===== config.mk =====
export PLATFORM = sky130hd
export DESIGN_NAME = rank_wake_throttle
export DESIGN_NICKNAME = d
export VERILOG_FILES = /design/src/rtl/rwt_pkg.sv /design/src/rtl/rwt_cluster.sv /design/src/rtl/rwt_pick.sv /design/src/rtl/rwt_rank_track.sv /design/src/rtl/rank_wake_throttle.sv
export SDC_FILE = /design/constraint.sdc
export NUM_CORES = 1
export LEC_CHECK = 0
export ABC_AREA = 0
export BUFFER_PORTS_ARGS = -buffer_cell sky130_fd_sc_hd__buf_2
export CAP_MARGIN = 20
export CORE_MARGIN = 10
export CORE_UTILIZATION = 59
export DETAILED_ROUTE_END_ITERATION = 10
export MAX_ROUTING_LAYER = met4
export PLACE_DENSITY_LB_ADDON = 0.05
export SLEW_MARGIN = 20
export SYNTH_ARGS = -nofsm -noshare
export SYNTH_HDL_FRONTEND = slang
export SYNTH_HIERARCHICAL = 1
export SYNTH_SLANG_ARGS = --single-unit

===== constraint.sdc =====
create_clock -name clk -period 11.3 [get_ports clk]
set_clock_uncertainty 0.05 [all_clocks]
set_input_delay 0.565 -clock clk [delete_from_list [all_inputs] [get_ports clk]]
set_output_delay 0.565 -clock clk [all_outputs]
set_load 0.05 [all_outputs]

===== src/rtl/rwt_pkg.sv =====
package rwt_pkg;
    typedef enum logic {
        PH_IDLE = 1'b0,
        PH_REL  = 1'b1
    } phase_t;
endpackage


===== src/rtl/rwt_cluster.sv =====
// Groups request-queue slots by target rank and flags ranks that hold a read.
module rwt_cluster #(
    parameter int NUM_RANKS = 4,
    parameter int QDEPTH    = 8,
    parameter int RANK_W    = 2
) (
    input  logic [QDEPTH-1:0]                 rq_valid,
    input  logic [QDEPTH-1:0]                 rq_is_read,
    input  logic [QDEPTH*RANK_W-1:0]          rq_rank,
    output logic [NUM_RANKS-1:0][QDEPTH-1:0]  grp_mask,
    output logic [NUM_RANKS-1:0]              urgent
);
    for (genvar r = 0; r < NUM_RANKS; r++) begin : g_rank
        for (genvar i = 0; i < QDEPTH; i++) begin : g_slot
            assign grp_mask[r][i] = rq_valid[i] &&
                (rq_rank[i*RANK_W +: RANK_W] == RANK_W'(r));
        end
        assign urgent[r] = |(grp_mask[r] & rq_is_read);
    end
endmodule


===== src/rtl/rwt_pick.sv =====
// Lowest-index one-hot grant.
module rwt_pick #(
    parameter int WIDTH = 4
) (
    input  logic [WIDTH-1:0] req,
    output logic [WIDTH-1:0] grant
);
    assign grant = req & (~req + WIDTH'(1));
endmodule


===== src/rtl/rwt_rank_track.sv =====
// Per-rank outstanding count and power state.
module rwt_rank_track #(
    parameter int OUT_W = 8,
    parameter int CNT_W = 4
) (
    input  logic             clk,
    input  logic             rst_n,
    input  logic             rel,
    input  logic [CNT_W-1:0] rel_cnt,
    input  logic             done,
    output logic             awake,
    output logic             pwr_on,
    output logic             pwr_off
);
    typedef struct packed {
        logic [OUT_W-1:0] outst;
        logic             awake;
    } trk_t;

    trk_t s_q, s_d;

    always_comb begin
        s_d     = s_q;
        pwr_on  = rel && !s_q.awake;
        pwr_off = s_q.awake && (s_q.outst == '0) && !rel;
        if (rel) begin
            s_d.outst = s_d.outst + {{(OUT_W-CNT_W){1'b0}}, rel_cnt};
        end
        if (done && (s_q.outst != '0)) begin
            s_d.outst = s_d.outst - OUT_W'(1);
        end
        if (rel) begin
            s_d.awake = 1'b1;
        end else if (pwr_off) begin
            s_d.awake = 1'b0;
        end
    end

    always_ff @(posedge clk) begin
        if (!rst_n) begin
            s_q <= '0;
        end else begin
            s_q <= s_d;
        end
    end

    assign awake = s_q.awake;
endmodule


===== src/rtl/rank_wake_throttle.sv =====
module rank_wake_throttle
    import rwt_pkg::*;
#(
    parameter int NUM_RANKS = 4,
    parameter int QDEPTH    = 8,
    parameter int DLY_W     = 16,
    parameter int OUT_W     = 8,
    localparam int RANK_W   = $clog2(NUM_RANKS),
    localparam int CNT_W    = $clog2(QDEPTH + 1)
) (
    input  logic                     clk,
    input  logic                     rst_n,
    input  logic [DLY_W-1:0]         cfg_delay,
    input  logic [QDEPTH-1:0]        rq_valid,
    input  logic [QDEPTH-1:0]        rq_is_read,
    input  logic [QDEPTH*RANK_W-1:0] rq_rank,
    input  logic [NUM_RANKS-1:0]     rank_done,
    output logic [NUM_RANKS-1:0]     rank_release,
    output logic [QDEPTH-1:0]        rel_entry_mask,
    output logic [NUM_RANKS-1:0]     rank_power_on,
    output logic [NUM_RANKS-1:0]     rank_power_off,
    output logic [NUM_RANKS-1:0]     rank_awake
);
    typedef struct packed {
        phase_t                            phase;
        logic [DLY_W-1:0]                  tick;
        logic [NUM_RANKS-1:0]              pend;
        logic [NUM_RANKS-1:0][QDEPTH-1:0]  snap;
    } ctl_t;

    ctl_t s_q, s_d;

    logic [NUM_RANKS-1:0][QDEPTH-1:0] grp_mask;
    logic [NUM_RANKS-1:0]             urgent;
    logic [NUM_RANKS-1:0]             sel_oh;
    logic [CNT_W-1:0]                 rel_cnt;

    rwt_cluster #(
        .NUM_RANKS (NUM_RANKS),
        .QDEPTH    (QDEPTH),
        .RANK_W    (RANK_W)
    ) u_cluster (
        .rq_valid   (rq_valid),
        .rq_is_read (rq_is_read),
        .rq_rank    (rq_rank),
        .grp_mask   (grp_mask),
        .urgent     (urgent)
    );

    rwt_pick #(
        .WIDTH (NUM_RANKS)
    ) u_pick (
        .req   (s_q.pend),
        .grant (sel_oh)
    );

    always_comb begin
        s_d = s_q;
        case (s_q.phase)
            PH_IDLE: begin
                if (s_q.tick >= cfg_delay) begin
                    s_d.tick = '0;
                    s_d.snap = grp_mask;
                    s_d.pend = urgent;
                    s_d.phase = (|urgent) ? PH_REL : PH_IDLE;
                end else begin
                    s_d.tick = s_q.tick + DLY_W'(1);
                end
            end
            default: begin
                s_d.tick = '0;
                s_d.pend = s_q.pend & ~sel_oh;
                if (s_d.pend == '0) begin
                    s_d.phase = PH_IDLE;
                end
            end
        endcase
    end

    always_ff @(posedge clk) begin
        if (!rst_n) begin
            s_q <= '0;
        end else begin
            s_q <= s_d;
        end
    end

    always_comb begin
        rank_release   = (s_q.phase == PH_REL) ? sel_oh : '0;
        rel_entry_mask = '0;
        for (int r = 0; r < NUM_RANKS; r++) begin
            if (rank_release[r]) begin
                rel_entry_mask = rel_entry_mask | s_q.snap[r];
            end
        end
        rel_cnt = '0;
        for (int i = 0; i < QDEPTH; i++) begin
            rel_cnt = rel_cnt + {{(CNT_W-1){1'b0}}, rel_entry_mask[i]};
        end
    end

    for (genvar r = 0; r < NUM_RANKS; r++) begin : g_track
        rwt_rank_track #(
            .OUT_W (OUT_W),
            .CNT_W (CNT_W)
        ) u_track (
            .clk     (clk),
            .rst_n   (rst_n),
            .rel     (rank_release[r]),
            .rel_cnt (rel_cnt),
            .done    (rank_done[r]),
            .awake   (rank_awake[r]),
            .pwr_on  (rank_power_on[r]),
            .pwr_off (rank_power_off[r])
        );
    end
endmodule


[Word-level counts from Yosys, hierarchy flattened]
Cells that the tools add are included.
Storage, ports and cells
  flip-flop bits (word level): 89
  bits in latches: 0
  RAM bits: 0
  bits in read-only memories: 0
  input port bits: 54
  output and inout bits: 24
  word-level logic and storage cells: 182
  memories kept: 0
Cells by class
  add/subtract/negate cells: 17
  $mul: 0
  divide/modulo/power cells: 0
  $lt $le $gt $ge: 1
  equal/unequal tests: 24
  shift-type cells: 0
  muxes and demuxes: 27
  bitwise logic cells: 13
  reduce and logical (&&, ||, !) cells: 85
Operators with widths (number)
  $mux W8: 12
  $logic_and A1 B1 Y1: 48
  $mux W36: 1
  $add A8 B4 Y8: 4
  $and A8 B8 Y8: 4
  $eq A2 B2 Y1 const B: 16
  $logic_not A8 Y1: 4
  $reduce_bool A8 Y1: 4
  $reduce_or A32 Y1: 1
  $reduce_or A8 Y1: 4
  $sub A8 B1 Y8 const B: 4
  $or A8 B8 Y8: 3
  $mux W21: 1
  $add A16 B1 Y16 const B: 1
  $add A4 B1 Y4: 4
  $eq A2 B1 Y1 const B: 8
  $ge A16 B16 Y1: 1
  $logic_not A2 Y1: 8
  $mux W16: 1
  $mux W1: 11
  $reduce_bool A2 Y1: 5
  $and A4 B4 Y4: 2
  $logic_not A1 Y1: 8
  $not A4 Y4: 2
  9 further kinds: 10

[Logic depth before layout (Yosys ltp)]
Gate-level depths: netlist of run 1.
  depth in word-level cells: 22
  gate-level depth with buffers: 24
  depth with buffers taken out: 24

[Modules after synthesis]
Netlist of run 1, hierarchy kept.
Modules (own cells, without submodules)
  rwt_rank_track: instances 4, cells an instance 85, area each 798.3 um2, sequential area each 180.2 um2
  rank_wake_throttle: instances 1, cells an instance 347, area each 2950.3 um2, sequential area each 1061.0 um2
  rwt_cluster: instances 1, cells an instance 89, area each 564.3 um2, sequential area each 0.0 um2
  rwt_pick: instances 1, cells an instance 4, area each 36.3 um2, sequential area each 0.0 um2

[Worst setup path before layout of run 1]
No wires, ideal clock.
  path kind: register to register
  start: register, netlist name s_q[34]
  end: register g_track[0].u_track/s_q[8] (netlist name)
  setup time: 0.123 ns
  data arrival time: 5.977 ns
  required time: 11.127 ns
  setup slack: 5.150 ns
  cell stages (with the launch flop): 24
  period minus slack after synthesis: 6.150 ns
  cells stage by stage: dfxtp_1 > nor3b_1 > and2_1 > clkbuf_1 > a221o_1 > inv_1 > fa_1 > inv_1 > fa_1 > inv_1 > fa_1 > inv_1 > ha_1 > inv_1 > fa_1 > inv_1 > inv_1 > fa_1 > xnor2_1 > mux2i_4 > nand4_1 > nor4_2 > o21ai_0 > nor3b_2
RTL lines
  end signal, assigned: RTL line rwt_rank_track.sv:41  | s_q <= '0;
  end signal, assigned: RTL line rwt_rank_track.sv:43  | s_q <= s_d;
  end, declared: RTL line rwt_rank_track.sv:20  | trk_t s_q, s_d;

==> results of run 1 <==
## per-layer routing
layer | routed length (µm) | share of wire [%]
met5 | 0 | 0
met3 | 786 | 5.0
met1 | 7073 | 45
met4 | 250 | 1.6
met2 | 7574 | 48
## final timing paths
check,start,end,slack (ns)
hold / removal,s_q[25],s_q[25],0.40
hold reg to reg,s_q[25],s_q[25],0.40
setup / recovery,s_q[32],g_track[1].u_track/s_q[8],4.82
setup reg to reg,s_q[32],g_track[1].u_track/s_q[8],4.82
## cell type report
| class | count | share of cell area (%) |
|---|---|---|
| multi-input combinational | 602 | 61.00 |
| sequential | 89 | 24.11 |
| timing repair buffer | 81 | 5.620 |
| clock buffer | 11 | 3.284 |
| inverter | 60 | 3.047 |
| tap | 140 | 2.370 |
| clock inverter | 3 | 0.5756 |
## cell usage in the layout (no fill, tap or decap), types with 6 or more instances in the layout
cell type,count
nand2b_1,6
and3_1,12
clkbuf_16,9
ha_1,40
mux2i_1,36
nand3_1,30
o2111ai_1,6
nor3b_1,13
a21oi_1,18
o21ai_0,7
fa_1,8
or3_1,6
nand2_1,102
dfxtp_1,89
nor2_1,63
nand3b_1,15
mux2_2,8
xnor2_1,32
inv_1,59
nand4b_1,8
o21a_1,12
buf_2,77
nor3_1,14
xor2_1,15
nor4_2,13
a22oi_1,7
nor2b_1,11
nand4_1,23
## registers in the layout (all words and copies together), names as in the netlist
register and flops:
g_track.u_track/awake 4, s_q 53, g_track.u_track/s_q 32
## critical path, cell delays in order (launching register included)
cell	delay, ns
dfxtp_1	0.43
nor4b_2	0.09
nand2_1	0.12
clkinv_1	0.65
a22o_1	0.41
a221oi_1	0.41
fa_1	0.51
inv_1	0.09
fa_1	0.41
inv_1	0.08
fa_1	0.41
inv_1	0.07
ha_1	0.16
inv_1	0.06
fa_1	0.37
xnor2_1	0.45
ha_1	0.38
nor2b_1	0.17
o31a_1	0.29
xor2_1	0.17
nor4_2	0.29
o21ai_0	0.13
nor3b_2	0.16
## logic make-up after synthesis
| logic type | count (synthesis) |
|---|---|
| XOR/XNOR | 51 |
| AO/OA/AOI/OAI | 97 |
| flip-flops | 89 |
| multiplexers | 52 |
| buffers and inverters | 89 |
| AND/OR/NAND/NOR | 354 |
| adder cells (fa/ha/maj) | 48 |
## report_power, final
| part | leakage (nW) | internal [mW] | switching (mW) |
|---|---|---|---|
| logic | 2.14 | 0.211 | 0.245 |
| registers | 0.723 | 0.360 | 0.0622 |
| clock network | 0.137 | 0.175 | 0.124 |
## metrics by stage
stage               utilization [%]  hold slack [ns]
CTS                           66.99           0.4079
global route                  67.00           0.4278
detailed placement            64.41           0.3967
finish                        67.00           0.4047
global placement              64.41           0.3939
floorplan                         -           0.3844
==> results.cfg, run 1 <==
[timing]
tightest_slew_ns = 0.8124
timing.final.crit_share_pct = 57.33
hold_violations = 0
rsz0062_at_grt = no
clock.fmax_mhz = 154.4
fin_setup_tns_ns = 0
max_slew_margin_pct = 45.50
setup_ws_ns = 4.822
finalSetupViolCount = 0
min_period_ns = 6.478
slew_viol_final = 0

[global_routing]
busiest_layer = met2
use_met3_pct = 4.456
grt_pass1_vias = 5734
met2_usage_pct = 32.20
grt-ovfl-total = 0
antenna_found_initial = 0
met1_usage_pct = 24.21
grt_pass1_wl_um = 26670
gr-usage-all-layers_pct = 19.89
grt_max_degree = 84

[finish]
fillCellCount = 942
layout-drive-gt1-share_pct = 18.20
layoutNonFillerInstCount = 986
fin_area_um2 = 7391
register_area_um2 = 1782
areaGrowthSynthToFinish_pct = 9.592
multi_input_area_um2 = 4508
diodes = 0
fin_nets = 945

[pwr]
ir_drop_mv = 0.1047
leakage_nw = 3.000
p_total_mw = 1.177
p_per_area_nw_per_um2 = 159.3

[floorplan]
initial_utilization_pct = 61.14
ios = 78
die_area_um2 = 16110
coreArea_um2 = 11030
dieHeight_um = 126.9
die_w_um = 126.9
rows = 38

[detailed_routing]
vias_per_cell = 5.881
routed_wl_um = 15690
post_drt_wl_per_cell_um = 15.91
drtIter0Drc = 391
final_antenna_net_count = 0
drt_first_pass_iters = 5
drcViolationCount = 0
vias = 5799

[synth]
synth_area_um2 = 6744
seq_area_frac_synth_pct = 26.42
synth.top_cell.area_share_pct = 26.42
yosysMostFrequentCell = nand2_1
synth_edf_count = 0
ys.flop_type = dfxtp_1
synth_fp_nets = 882
synthArstFlopShare_pct = 0
synthTopCellsByArea = dfxtp_1 26%, ha_1 7.4%, nand2_1 5.7%
synth_xor_area_share_pct = 7.069
synth-adder-area-share_pct = 9.796
synthMuxAreaShare_pct = 8.831
synth-simple-area-share_pct = 29.87
synth_compound_area_share_pct = 11.04
synth_cell_type_count = 70
synth_top_family_by_area = simple AND/OR/NAND/NOR gates
ys_seq_elements = 89
yosys_warnings = 6
synth_common_cells = 102 x nand2_1, 89 x dfxtp_1, 63 x nor2_1
syn_area_per_cell_um2 = 8.646
yosysTopAreaCell = dfxtp_1
synth_cells = 780

[clocking]
h-tree-depth = 3
cts_root_buffer = clkbuf_16
cts_sinks = 89
cts_resized = 0
cts_buffer_depth = 2
cts_setup_buffers = 0
tritoncts = done
hold_buffers = 0
clk-insertion-delay-late_ns = 0.34
cts_buffers = 9
clk_pin_slew_ns = 0.06

[critical_path]
cp_max_fo = 25
worst-setup-path-type = reg2reg
end_kind = flip-flop
crit_arrival_ns = 6.65
cp-start-kind = flip-flop
r2r_cells = 22
critPathRequiredTime_ns = 11.47

[placed_design]
portBuffers = 77
dp_hpwl_um = 11750
dp_cells = 972
dp_slack_ns = 4.789
gp_congestion = 0.9147
placed_cell_area_um2 = 7104

[hold_path]
holdPathStages = 2
hold_path_class = reg2reg

[run_status]
status = finished clean

[flow_run]
maxCapViolations = 0
Power figures use the tool's default switching activity.
==> run 2, diff against run 1 <==
--- a/config.mk
+++ b/config.mk
@@ -9,7 +9,7 @@
 export BUFFER_PORTS_ARGS = -buffer_cell sky130_fd_sc_hd__buf_2
 export CAP_MARGIN = 20
 export CORE_MARGIN = 10
-export CORE_UTILIZATION = 59
+export CORE_UTILIZATION = 54
 export DETAILED_ROUTE_END_ITERATION = 10
 export MAX_ROUTING_LAYER = met4
 export PLACE_DENSITY_LB_ADDON = 0.05
==> constraint.sdc (replaced) <==
create_clock -name clk -period 5.5 [get_ports clk]
set_clock_uncertainty 0.05 [all_clocks]
set_input_delay 0.275 -clock clk [delete_from_list [all_inputs] [get_ports clk]]
set_output_delay 0.275 -clock clk [all_outputs]
set_load 0.05 [all_outputs]
==> results.cfg, run 2 (synthesis results as in run 1) <==
[pwr]
leakage_nw = 3.253
comb_power_share_pct = 41.3
netSwitchingPower_mw = 0.9781
ir_drop_mv = 0.1416
netSwitchingFraction_pct = 36.74
power_frac_clock_pct = 25.5
p_int_mw = 1.684
p_per_area_nw_per_um2 = 330.5
p_total_mw = 2.662
seqPwrFrac_pct = 33.1

[critical_path]
end_kind = flip-flop
slowest_delay_ns = 0.52
worst-setup-path-type = reg2reg
cp_max_fo = 7
cp-start-kind = flip-flop
critPathRequiredTime_ns = 5.68
slowest_stage = fa_2
crit_arrival_ns = 5.64
crit_chain = nor4b_4 > nand2_2 > clkinv_4 > a22o_1 > a221oi_2 > buf_4 > fa_1 > inv_1 > fa_1 > inv_1 > fa_1 > inv_1 > ha_2 > inv_2 > fa_2 > inv_2 > buf_12 > ha_4 > a21oi_2 > o211ai_2 > or3_4 > nor4_4 > o21ai_1 > nor3b_2

[detailed_routing]
vias = 5954
post_drt_wl_per_cell_um = 16.50
drcViolationCount = 0
routed_wl_um = 17270
drt_first_pass_iters = 5
drtIter0Drc = 322
final_antenna_net_count = 0
vias_per_cell = 5.687

[timing]
setup_ws_ns = 0.04007
finalSetupViolCount = 0
rsz0062_at_grt = yes
clock.fmax_mhz = 183.2
fin_setup_tns_ns = 0
timing.final.crit_share_pct = 99.27
hold_violations = 0
min_period_ns = 5.460
tightest_slew_ns = 0.8164
max_slew_margin_pct = 45.57
whs_ns = 0.2190
slew_viol_final = 0

[placed_design]
dp_cells = 1022
portBuffers = 77
gp_congestion = 0.9006
dp_slack_ns = -0.2441
dp_hpwl_um = 12510

[global_routing]
grt_pass1_wl_um = 27630
antenna_found_initial = 0
grt_max_degree = 84
gr-usage-all-layers_pct = 19.11
grt_pass1_vias = 5856
grt-ovfl-total = 0

[clocking]
clk_pin_slew_ns = 0.07
hold_buffers = 0
cts_sinks = 89
cts_root_buffer = clkbuf_16
h-tree-depth = 3
cts_buffers = 9
tritoncts = done
clk-insertion-delay-late_ns = 0.34
cts_buffer_depth = 2

[floorplan]
rows = 40
coreArea_um2 = 12110
initial_utilization_pct = 55.68
ios = 78
dieHeight_um = 131.8
die_area_um2 = 17360
die_w_um = 131.8

[run_status]
status = finished clean

[finish]
areaGrowthSynthToFinish_pct = 19.44
diodes = 0
layoutNonFillerInstCount = 1047
fin_nets = 976
final_cell_mix = 101 x nand2_1, 87 x dfxtp_1, 77 x buf_2
largest_register = s_q
largest_reg_flops = 53
final_common_cell = nand2_1
layout-drive-gt1-share_pct = 27.08

[hold_path]
hold_path_class = in2reg

[flow_run]
maxCapViolations = 0
run 2: stage by stage:
stage	utilization, %	area, µm²
after floorplan	-	6768
after global placement	60.36	7311
after detailed placement	60.36	7311
after CTS	63.38	7676
after global routing	66.51	8055
final	66.51	8055
run 2: cell type report:
type | instances | area (µm²)
Multi-Input combinational cell | 602 | 4833
Sequential cell | 89 | 1787
Clock inverter | 6 | 91.34
Tap cell | 168 | 210.2
Fill cell | 1053 | 4056
Timing Repair Buffer | 112 | 664.4
Inverter | 60 | 230.2
Clock buffer | 10 | 239.0
run 2: what timing repair did:
action | CTS | global route
pin swaps | 6 | 30
gates resized for setup | 8 | 62
buffers inserted | 1 | 8
setup endpoints to repair | 22 | 22
run 2: final timing paths:
| check | startpoint | endpoint | slack [ns] | depth (start not counted) |
|---|---|---|---|---|
| max | s_q[32] | g_track[0].u_track/s_q[8] | 0.04 | 24 |
| min | rq_rank[10] | s_q[21] | 0.22 | 4 |
| max reg2reg | s_q[32] | g_track[0].u_track/s_q[8] | 0.04 | 24 |
| min reg2reg | s_q[4] | s_q[4] | 0.41 | 2 |
run 2: power groups by stage:
stage	registers, mW	logic (mW)	clock network [mW]
final	0.881	1.10	0.680
after global routing	0.894	1.22	0.721
after CTS	0.865	0.968	0.697
after detailed placement	0.878	0.960	0
after global placement	0.875	0.934	0
after floorplan	0.832	0.784	0
run 2: per-layer routing:
metal | up-vias | routed length [µm] | track usage [%]
li1 | 2971 | - | -
met1 | 2839 | 7876 | 23.36
met2 | 122 | 8589 | 31.43
met3 | 22 | 571 | 2.858
met4 | 0 | 235 | 6.675
met5 | - | 0 | -
run 2: critical path, delay by kind of cell, from the launching register on:
| kind | cells | cell delay (ns) |
|---|---|---|
| compound gates | 5 | 0.60 |
| simple gates | 5 | 1.36 |
| buf+inv | 8 | 0.62 |
| flops | 1 | 0.36 |
| fa+ha+maj | 6 | 2.33 |
